===== src/rtl/motion_irq_gen.sv =====
`timescale 1ns/1ps
module motion_irq_gen #(
  parameter int SW = 8,
  parameter int TW = 7,
  parameter int DW = 7
) (
  input  logic          clk,
  input  logic          rst_n,
  input  logic          smp_tick,
  input  logic [SW-1:0] smp_x,
  input  logic [SW-1:0] smp_y,
  input  logic [SW-1:0] smp_z,
  input  logic [7:0]    cfg_mode,
  input  logic [TW-1:0] thresh,
  input  logic [DW-1:0] dur,
  input  logic          latch_en,
  input  logic          src_rd,
  output logic          irq,
  output logic [7:0]    src_data
);
  localparam int NAX = 3;
  localparam int NFL = 2 * NAX;

  logic [NAX-1:0][SW-1:0] smp_all;
  logic [NFL-1:0] flags_n, flag_q, hit, dir_q, en;
  logic [1:0]     mode;
  logic           known, cond, fire, act_q, lat_q;
  logic [DW-1:0]  cnt;

  assign smp_all = {smp_z, smp_y, smp_x};
  assign mode    = cfg_mode[7:6];
  assign en      = cfg_mode[NFL-1:0];

  for (genvar i = 0; i < NAX; i++) begin : g_axis
    logic [SW-1:0] mag;
    logic          neg, above, below;
    assign neg   = smp_all[i][SW-1];
    assign mag   = neg ? (~smp_all[i] + 1'b1) : smp_all[i];
    assign above = mag > SW'(thresh);
    assign below = mag < SW'(thresh);
    assign flags_n[2*i+1] = mode[0] ? (above && !neg) : above;
    assign flags_n[2*i]   = mode[0] ? (above && neg)  : below;
  end

  assign hit   = flags_n & en;
  assign known = (hit != '0) && ((hit & (hit - 1'b1)) == '0);

  always_comb begin
    case (mode)
      2'b00:   cond = |hit;
      2'b10:   cond = (en != '0) && ((~flags_n & en) == '0);
      2'b11:   cond = known;
      default: cond = known && (hit != dir_q);
    endcase
  end

  assign fire = cond && (cnt >= dur);

  always_ff @(posedge clk or negedge rst_n) begin
    if (!rst_n) begin
      flag_q <= '0;
      dir_q  <= '0;
      act_q  <= 1'b0;
      cnt    <= '0;
    end else if (smp_tick) begin
      flag_q <= flags_n;
      act_q  <= fire;
      if (known) dir_q <= hit;
      if (!cond)          cnt <= '0;
      else if (cnt < dur) cnt <= cnt + 1'b1;
    end
  end

  always_ff @(posedge clk or negedge rst_n) begin
    if (!rst_n)                lat_q <= 1'b0;
    else if (smp_tick && fire) lat_q <= 1'b1;
    else if (src_rd)           lat_q <= 1'b0;
  end

  assign irq      = latch_en ? lat_q : act_q;
  assign src_data = {1'b0, irq, flag_q};

  AST_IRQ_ONLY_ON_TICK: assert property (@(posedge clk) disable iff (!rst_n)
    (!smp_tick && !src_rd && $stable(latch_en)) |=> $stable(irq));
  AST_LATCH_HOLDS: assert property (@(posedge clk) disable iff (!rst_n)
    (latch_en && irq && !src_rd) |=> (irq || !latch_en));
  AST_READ_CLEARS: assert property (@(posedge clk) disable iff (!rst_n)
    (src_rd && !smp_tick) |=> !lat_q);
  AST_NO_COND_NO_EVENT: assert property (@(posedge clk) disable iff (!rst_n)
    (smp_tick && !cond) |=> !act_q);
  AST_ZERO_DUR_IMMEDIATE: assert property (@(posedge clk) disable iff (!rst_n)
    (smp_tick && cond && dur == '0) |=> act_q);
  AST_HI_LO_EXCLUSIVE: assert property (@(posedge clk) disable iff (!rst_n)
    !(flag_q[5] && flag_q[4]) && !(flag_q[3] && flag_q[2]) && !(flag_q[1] && flag_q[0]));
endmodule


===== config.mk =====
export PLATFORM = sky130hd
export DESIGN_NAME = motion_irq_gen
export DESIGN_NICKNAME = d
export VERILOG_FILES = /design/src/rtl/motion_irq_gen.sv
export SDC_FILE = /design/constraint.sdc
export NUM_CORES = 1
export LEC_CHECK = 0
export ABC_AREA = 1
export CAP_MARGIN = 15
export CORE_AREA = 2 2 96 75
export DETAILED_ROUTE_END_ITERATION = 6
export DIE_AREA = 0 0 98 77
export PLACE_DENSITY_LB_ADDON = 0.08
export REMOVE_ABC_BUFFERS = 1
export SLEW_MARGIN = 20
export SYNTH_ARGS = -nofsm -noshare
export SYNTH_HDL_FRONTEND = slang
export SYNTH_SLANG_ARGS = --single-unit

===== constraint.sdc =====
create_clock -name clk -period 4.71 [get_ports clk]
set_input_delay 0.471 -clock clk [delete_from_list [all_inputs] [get_ports clk]]
set_output_delay 0.471 -clock clk [all_outputs]
set_load 0.05 [all_outputs]

==> results of run 1 <==
-- per-layer routing --
metal	wire, microns	global-route usage	share of wire	up-vias
met5	0	0	0	-
met4	4	0.00833	0.00064	0
met3	296	0.0310	0.048	2
met2	2500	0.283	0.40	53
met1	3410	0.255	0.55	1075
li1	-	-	-	1352
-- logic make-up (layout without fill, tap and decap cells) --
logic type | Yosys count | after routing
flip-flops | 21 | 21
AND/OR/NAND/NOR | 188 | 188
adder cells (fa/ha/maj) | 32 | 32
AO/OA/AOI/OAI | 47 | 47
buffers and inverters | 75 | 131
other | 1 | 1
XOR/XNOR | 23 | 23
-- registers in the layout (all words and copies together), names as in the netlist --
register  flops
lat_q         1
cnt           7
dir_q         6
act_q         1
flag_q        6
-- through the flow --
| stage | worst slack, ps | total power, mW | cells |
|---|---|---|---|
| 4_1_cts | 1270 | 0.732 | 527 |
| 3_3_place_gp | 994 | 0.604 | 523 |
| 2_1_floorplan | 1650 | 0.481 | 381 |
| 5_1_grt | 800 | 0.795 | 527 |
| 6_report | 1280 | 0.724 | 527 |
| 3_5_place_dp | 990 | 0.607 | 523 |
-- worst paths after layout --
path | start | endpoint | cells past startpoint
worst max-delay path | smp_x[0] | dir_q[5]$_DFFE_PN0P_ | 21
worst min-delay path | rst_n | cnt[3]$_DFFE_PN0P_ | 1
worst max register to register | cnt[4]$_DFFE_PN0P_ | cnt[4]$_DFFE_PN0P_ | 9
worst min register to register | flag_q[3]$_DFFE_PN0P_ | flag_q[3]$_DFFE_PN0P_ | 2
max in group asynchronous | rst_n | flag_q[5]$_DFFE_PN0P_ | 1
min in group clk | flag_q[3]$_DFFE_PN0P_ | flag_q[3]$_DFFE_PN0P_ | 2
-- final cells by class --
cell class | instances | area (sq um) | area share
Timing Repair Buffer | 58 | 576 | 0.178
Inverter | 69 | 259 | 0.0799
Multi-Input combinational cell | 291 | 1730 | 0.534
Sequential cell | 21 | 526 | 0.162
Clock buffer | 3 | 41.3 | 0.0127
Tap cell | 84 | 105 | 0.0324
Clock inverter | 1 | 5.00 | 0.00154
-- worst max-delay path, delay by kind of cell --
family	cells	cell delay, ps
AOI/OAI and AO/OA	3	570
buffers and inverters	4	670
and+or+nand+nor	11	1350
adders and majority gates	2	450
xor gates and xnor gates	1	70
-- report_power, final --
| group | switching, mW | internal (mW) | total, mW |
|---|---|---|---|
| clock | 0.0618 | 0.0590 | 0.121 |
| sequential | 0.0207 | 0.210 | 0.230 |
| combinational | 0.218 | 0.155 | 0.372 |
-- Yosys cell counts (7+ instances only) --
master	count
inv_1	67
xnor2_1	10
o21ai_0	13
nand3_1	28
nand4_1	7
nor2_1	32
nand2_1	97
a21oi_1	14
o21ai_1	11
ha_1	32
xor2_1	13
dfrtp_1	21
==> results.md, run 1 <==
- Critical Path Most Common Cell: nand2_1
- PD cells: 223 mW/mm^2
- HPWL Detailed: 5.20 mm
- Status: completed
- Cell Rows: 26
- Hold Fails Final Rpt: 0
- CP Launch Type: primary input
- CP cell instances: clkdlybuf4s50_1 > inv_1 > ha_1 > inv_1 > nor3_1 > nand2_1 > nand2_1 > xnor2_1 > ha_1 > nand3_1 > nor3_1 > o21ai_1 > nand4_1 > inv_1 > a21oi_1 > nand2_1 > nand2_1 > nand2_2 > nor2_4 > nand2_1 > o21a_1
- Worst-skew pair later-pin latency: 270 ps
- Fillers: 729
- Setup Skew: 9.78 ps
- Vias in the first global route: 2471
- Critical path type: primary input to register
- First-pass GRT wire length: 11.1 mm
- Slew headroom: 0.606
- Vias per Instance: 4.71
- WHS: 155 ps
- Post-CTS resize count: 0
- First-pass DRT Iterations: 4
- Syn Inst Count: 387
- Die span in x: 98 microns
- N_diodes: 0
- Actual slew at the worst max-slew pin: 589 ps
- Initial antenna violation count: 0
- Achievable Freq: 0.292 GHz
- Area post-placement: 0.00320 sq mm
- Post-synthesis sequential element count: 21
- Largest cells by area after synthesis: dfrtp_1 (21%), ha_1 (16%), nand2_1 (14%)
- Overall routing resource usage: 0.174
- Commonest cells after routing, fill and taps aside: nand2_1 (97), inv_1 (67), clkdlybuf4s50_1 (57), nor2_1 (32), ha_1 (32)
- Layout area overhead: 27.1%
- Multiplexer area fraction after synthesis: 0
- Die footprint: 0.00755 sq mm
- Mapped Area: 0.00255 sq mm
- Max IR drop VDD: 0.115 mV
- Netlist cell types: 35
- Iteration-0 DRC Markers: 118
- Max Buffers Root-to-Sink: 2
- Final instance area: 0.00324 sq mm
- Post-CTS Setup Bufs: 0
- I/O pins: 60
- Xor/xnor share of the synthesized area: 0.0790
- Sequential fraction of the synthesis area: 0.206
- Final Cycle Share: 0.728
- Hold Crit Class: primary input to asynchronous set/reset pin
- Drt drc: 0
- Htree depth: 1
- Top-area cell type share of the netlist area: 0.206
- Share of cells above drive strength 1: 0.0497
- Clock sinks: 21
- Slowest library cell on the worst path: clkdlybuf4s50_1
- Core Util, Final: 0.491
- WP data required: 4860 ps
- FF-to-FF setup slack: 2750 ps
- Synth area leader: dfrtp_1
- Setup crit end kind: register
- Worst-path fanout max: 12
- Leakage dissipation: 1.72 nW
- Setup violators final: 0
- Post-synth EDFFs: 0
- Vias post-DR: 2482
- Worst-path clk slew: 90 ps
- CTS tree: yes
- Clk Tree Root Cell: clkbuf_8
- Setup_tns: 0 ps
- Commonest non-fill, non-tap cell in the layout: nand2_1
- Core ar.: 0.00660 sq mm
- Syn_area_per_cell: 6.59 sq um
- Die Y: 77 microns
- Final nets: 527
- Crit path DAT: 3580 ps
- Largest family of logic cells by synthesized area: simple AND/OR/NAND/NOR gates
- Compound-Gate Fraction of Synth Area: 0.101
- Global route total overflow: 0
- Synth Area in Simple Gates: 0.341
- Async SR Flop Fraction: 1.00
- Largest net degree at the start of global routing: 22
- Synthesis warning total: 0
- Post-Synth Adder-Cell Area: 0.157
- Post-cts hold buffer count: 0
- Final Wtd Congestion: 0.878
- Antenna viol nets, final: 0
- Starting Density: 0.386
- Final Max Tran Viols: 0
- Drt total wl: 6.21 mm
- Total CTS buffers: 3
- WL/cell: 11.8 microns
- Critical Path Max Stage Delay: 400 ps
- Total of max-cap violations: 0
- Min cycle time layout: 3430 ps
- RSZ-0062 raised after global routing: no
- Input/output buffers: 58
- Ys flop type: dfrtp_1
Power figures use the tool's default switching activity.
==> run 2: changes to the inputs <==
==> constraint.sdc (replaced) <==
create_clock -name clk -period 2.94 [get_ports clk]
set_input_delay 0.294 -clock clk [delete_from_list [all_inputs] [get_ports clk]]
set_output_delay 0.294 -clock clk [all_outputs]
set_load 0.05 [all_outputs]
==> run 2 against run 1 <==
  * Sequential share of layout area fell by 3.4 points
  * Final area increased by 26%
  * Hold slack improved by 230 ps
  * Largest power group unchanged
  * Clock power is 64% higher
  * Combinational power is 120% higher
  * Critical path depth increased by 1
  * Global-route usage up 1.3 points
  * First-iteration DRC count down 22%
  * Flip-flop and latch count unchanged
  * Critical path type unchanged
  * Critical endpoint is now cnt[1]$_DFFE_PN0P_
  * Utilization grew 13 points
==> results.md, run 2 (same netlist as run 1, synthesis figures left out) <==
- Status: completed
- Die Y: 77 microns
- Initial antenna violation count: 0
- Vias in the first global route: 2636
- Most flop-heavy register: cnt
- Drt drc: 0
- Vias per Instance: 4.97
- First-pass DRT Iterations: 6
- Crit. path cell count: 22
- Max Buffers Root-to-Sink: 2
- Sequential fraction of design power: 0.269
- Htree depth: 1
- Final Wtd Congestion: 0.901
- Worst setup margin: 86.5 ps
- WHS: 384 ps
- Share of cells above drive strength 1: 0.317
- Logic pwr share: 0.587
- FF-to-FF path depth: 9
- Cell family with most CP delay: simple AND/OR/NAND/NOR gates
- CP Launch Type: primary input
- Max IR drop VDD: 0.296 mV
- Biggest regs: cnt: 7 flops, dir_q: 6 flops, flag_q: 6 flops
- Leakage dissipation: 2.16 nW
- Antenna viol nets, final: 0
- Critical Path Max Stage Delay: 310 ps
- Final Max Tran Viols: 0
- Vias post-DR: 2884
- Total of max-cap violations: 0
- Fillers: 593
- Internal Power: 0.787 mW
- Achievable Freq: 0.350 GHz
- Largest net degree at the start of global routing: 22
- Core ar.: 0.00660 sq mm
- Starting Density: 0.386
- HPWL Detailed: 5.43 mm
- Input/output buffers: 58
- Die span in x: 98 microns
- Clock sinks: 21
- Iteration-0 DRC Markers: 92
- Hold Fails Final Rpt: 0
- Actual slew at the worst max-slew pin: 533 ps
- Switching share of power: 0.430
- CP Buf/Inv Count: 4
- Slowest library cell on the worst path: ha_1
- Global route total overflow: 0
- CP cell instances: clkbuf_2 > inv_2 > ha_4 > inv_4 > nor3_4 > nand2_1 > nand2_2 > xnor2_2 > ha_1 > nand3_2 > nor3_2 > o21ai_2 > nand4_1 > buf_4 > xor2_1 > nand2_1 > nor2_2 > nand3_2 > nand3_4 > nand4_4 > nand3_2 > nand2_1
- Clk pwr share: 0.144
- Worst r2r src: cnt[4]$_DFFE_PN0P_
- N_diodes: 0
- Setup crit end kind: register
- Setup Skew: 5.62 ps
- Critical path type: primary input to register
- Cell Rows: 26
- PD cells: 337 mW/mm^2
- FF-to-FF setup slack: 930 ps
- Reg2Reg Capture Point: cnt[1]$_DFFE_PN0P_
- WL/cell: 12.9 microns
- RSZ-0062 raised after global routing: yes
- Worst-skew pair later-pin latency: 270 ps
- Overall routing resource usage: 0.188
- Hold Crit Class: primary input to asynchronous set/reset pin
- Net Switching: 0.593 mW
- Clk Tree Root Cell: clkbuf_8
- Min cycle time layout: 2850 ps
- Slew headroom: 0.644
- Die footprint: 0.00755 sq mm
- Post-Place Worst Slack: -581 ps
- Final nets: 580
- Worst-path fanout max: 7
- CTS tree: yes
- WP data required: 3100 ps
- Post-cts hold buffer count: 0
- Commonest non-fill, non-tap cell in the layout: nand2_1
- Setup violators final: 0
- Final Cycle Share: 0.971
- Commonest cells after routing, fill and taps aside: nand2_1 (81), inv_1 (56), buf_4 (52), clkdlybuf4s50_1 (38), ha_1 (29)
- Layout area overhead: 60.6%
- I/O pins: 60
- Drt total wl: 7.48 mm
- Total CTS buffers: 3
- Worst-path clk slew: 80 ps
- Max reg flops: 7
- First-pass GRT wire length: 11.8 mm
- Crit path DAT: 3010 ps
[run 2: changes by cell type in the layout (fill, tap and decap cells not counted), sizes merged]
cell,before,now
buf,1,54
clkbuf,3,7
clkdlybuf4s15,0,4
clkdlybuf4s50,57,38
dlymetal6s2s,0,12
clkinv,1,0
[run 2: area by class of cell]
type / instances / area (sq um) / share of cell area
Multi-Input combinational cell: 291 / 2150 / 0.525
Timing Repair Buffer: 111 / 1000 / 0.245
Sequential cell: 21 / 526 / 0.128
Inverter: 69 / 269 / 0.0657
Tap cell: 84 / 105 / 0.0257
Clock buffer: 4 / 45.0 / 0.0110
[run 2: per-stage QoR]
step           std cells  cell area (sq um)  total power [mW]  TNS [ps]   util
5_1_grt              580               4100              1.49      -719  0.620
2_1_floorplan        381               2510             0.771         0      -
4_1_cts              570               3770              1.30         0  0.570
3_3_place_gp         560               3480              1.02     -7250  0.527
3_5_place_dp         560               3480              1.03     -7810  0.527
6_report             580               4100              1.38         0  0.620
[run 2: per-layer routing]
metal  global-route usage  up-vias  part of all wire
met2                0.315       88              0.46
met1                0.261     1323              0.48
li1                     -     1462                 -
met3               0.0328       11             0.053
met4               0.0208        0             0.011
met5                    0        -                 0
[run 2: worst max-delay path by stage]
stage,startpoint,to,slack (ps)
finish,smp_x[0],cnt[1]$_DFFE_PN0P_,90
global placement,smp_x[1],dir_q[5]$_DFFE_PN0P_,-530
detailed placement,smp_x[1],dir_q[5]$_DFFE_PN0P_,-580
CTS,smp_y[3],act_q$_DFFE_PN0P_,2
floorplan,act_q$_DFFE_PN0P_,irq,200
global route,smp_x[0],cnt[1]$_DFFE_PN0P_,-120
[run 2: repair_timing]
| action | CTS | global route |
|---|---|---|
| hold endpoints to repair | 0 | 0 |
| resized for setup | 61 | 85 |
| pin swaps | 36 | 68 |
| setup buffers | 6 | 10 |
| setup endpoints to repair | 15 | 15 |
| cloned | 0 | 0 |
[run 2: worst reg2reg max path: cells and delay by family, from the launching register on]
kind	cells	cell delay [ps]
simple gates	5	570
flops	1	470
fa+ha+maj	1	320
compound gates	2	310
buf+inv	1	230
[run 2: power by group through the flow]
stage | Combinational, mW | Clock, mW | Sequential, mW
2_1_floorplan | 0.355 | 0 | 0.416
3_3_place_gp | 0.646 | 0 | 0.373
3_5_place_dp | 0.654 | 0 | 0.375
4_1_cts | 0.729 | 0.202 | 0.369
5_1_grt | 0.891 | 0.221 | 0.377
6_report | 0.810 | 0.198 | 0.371
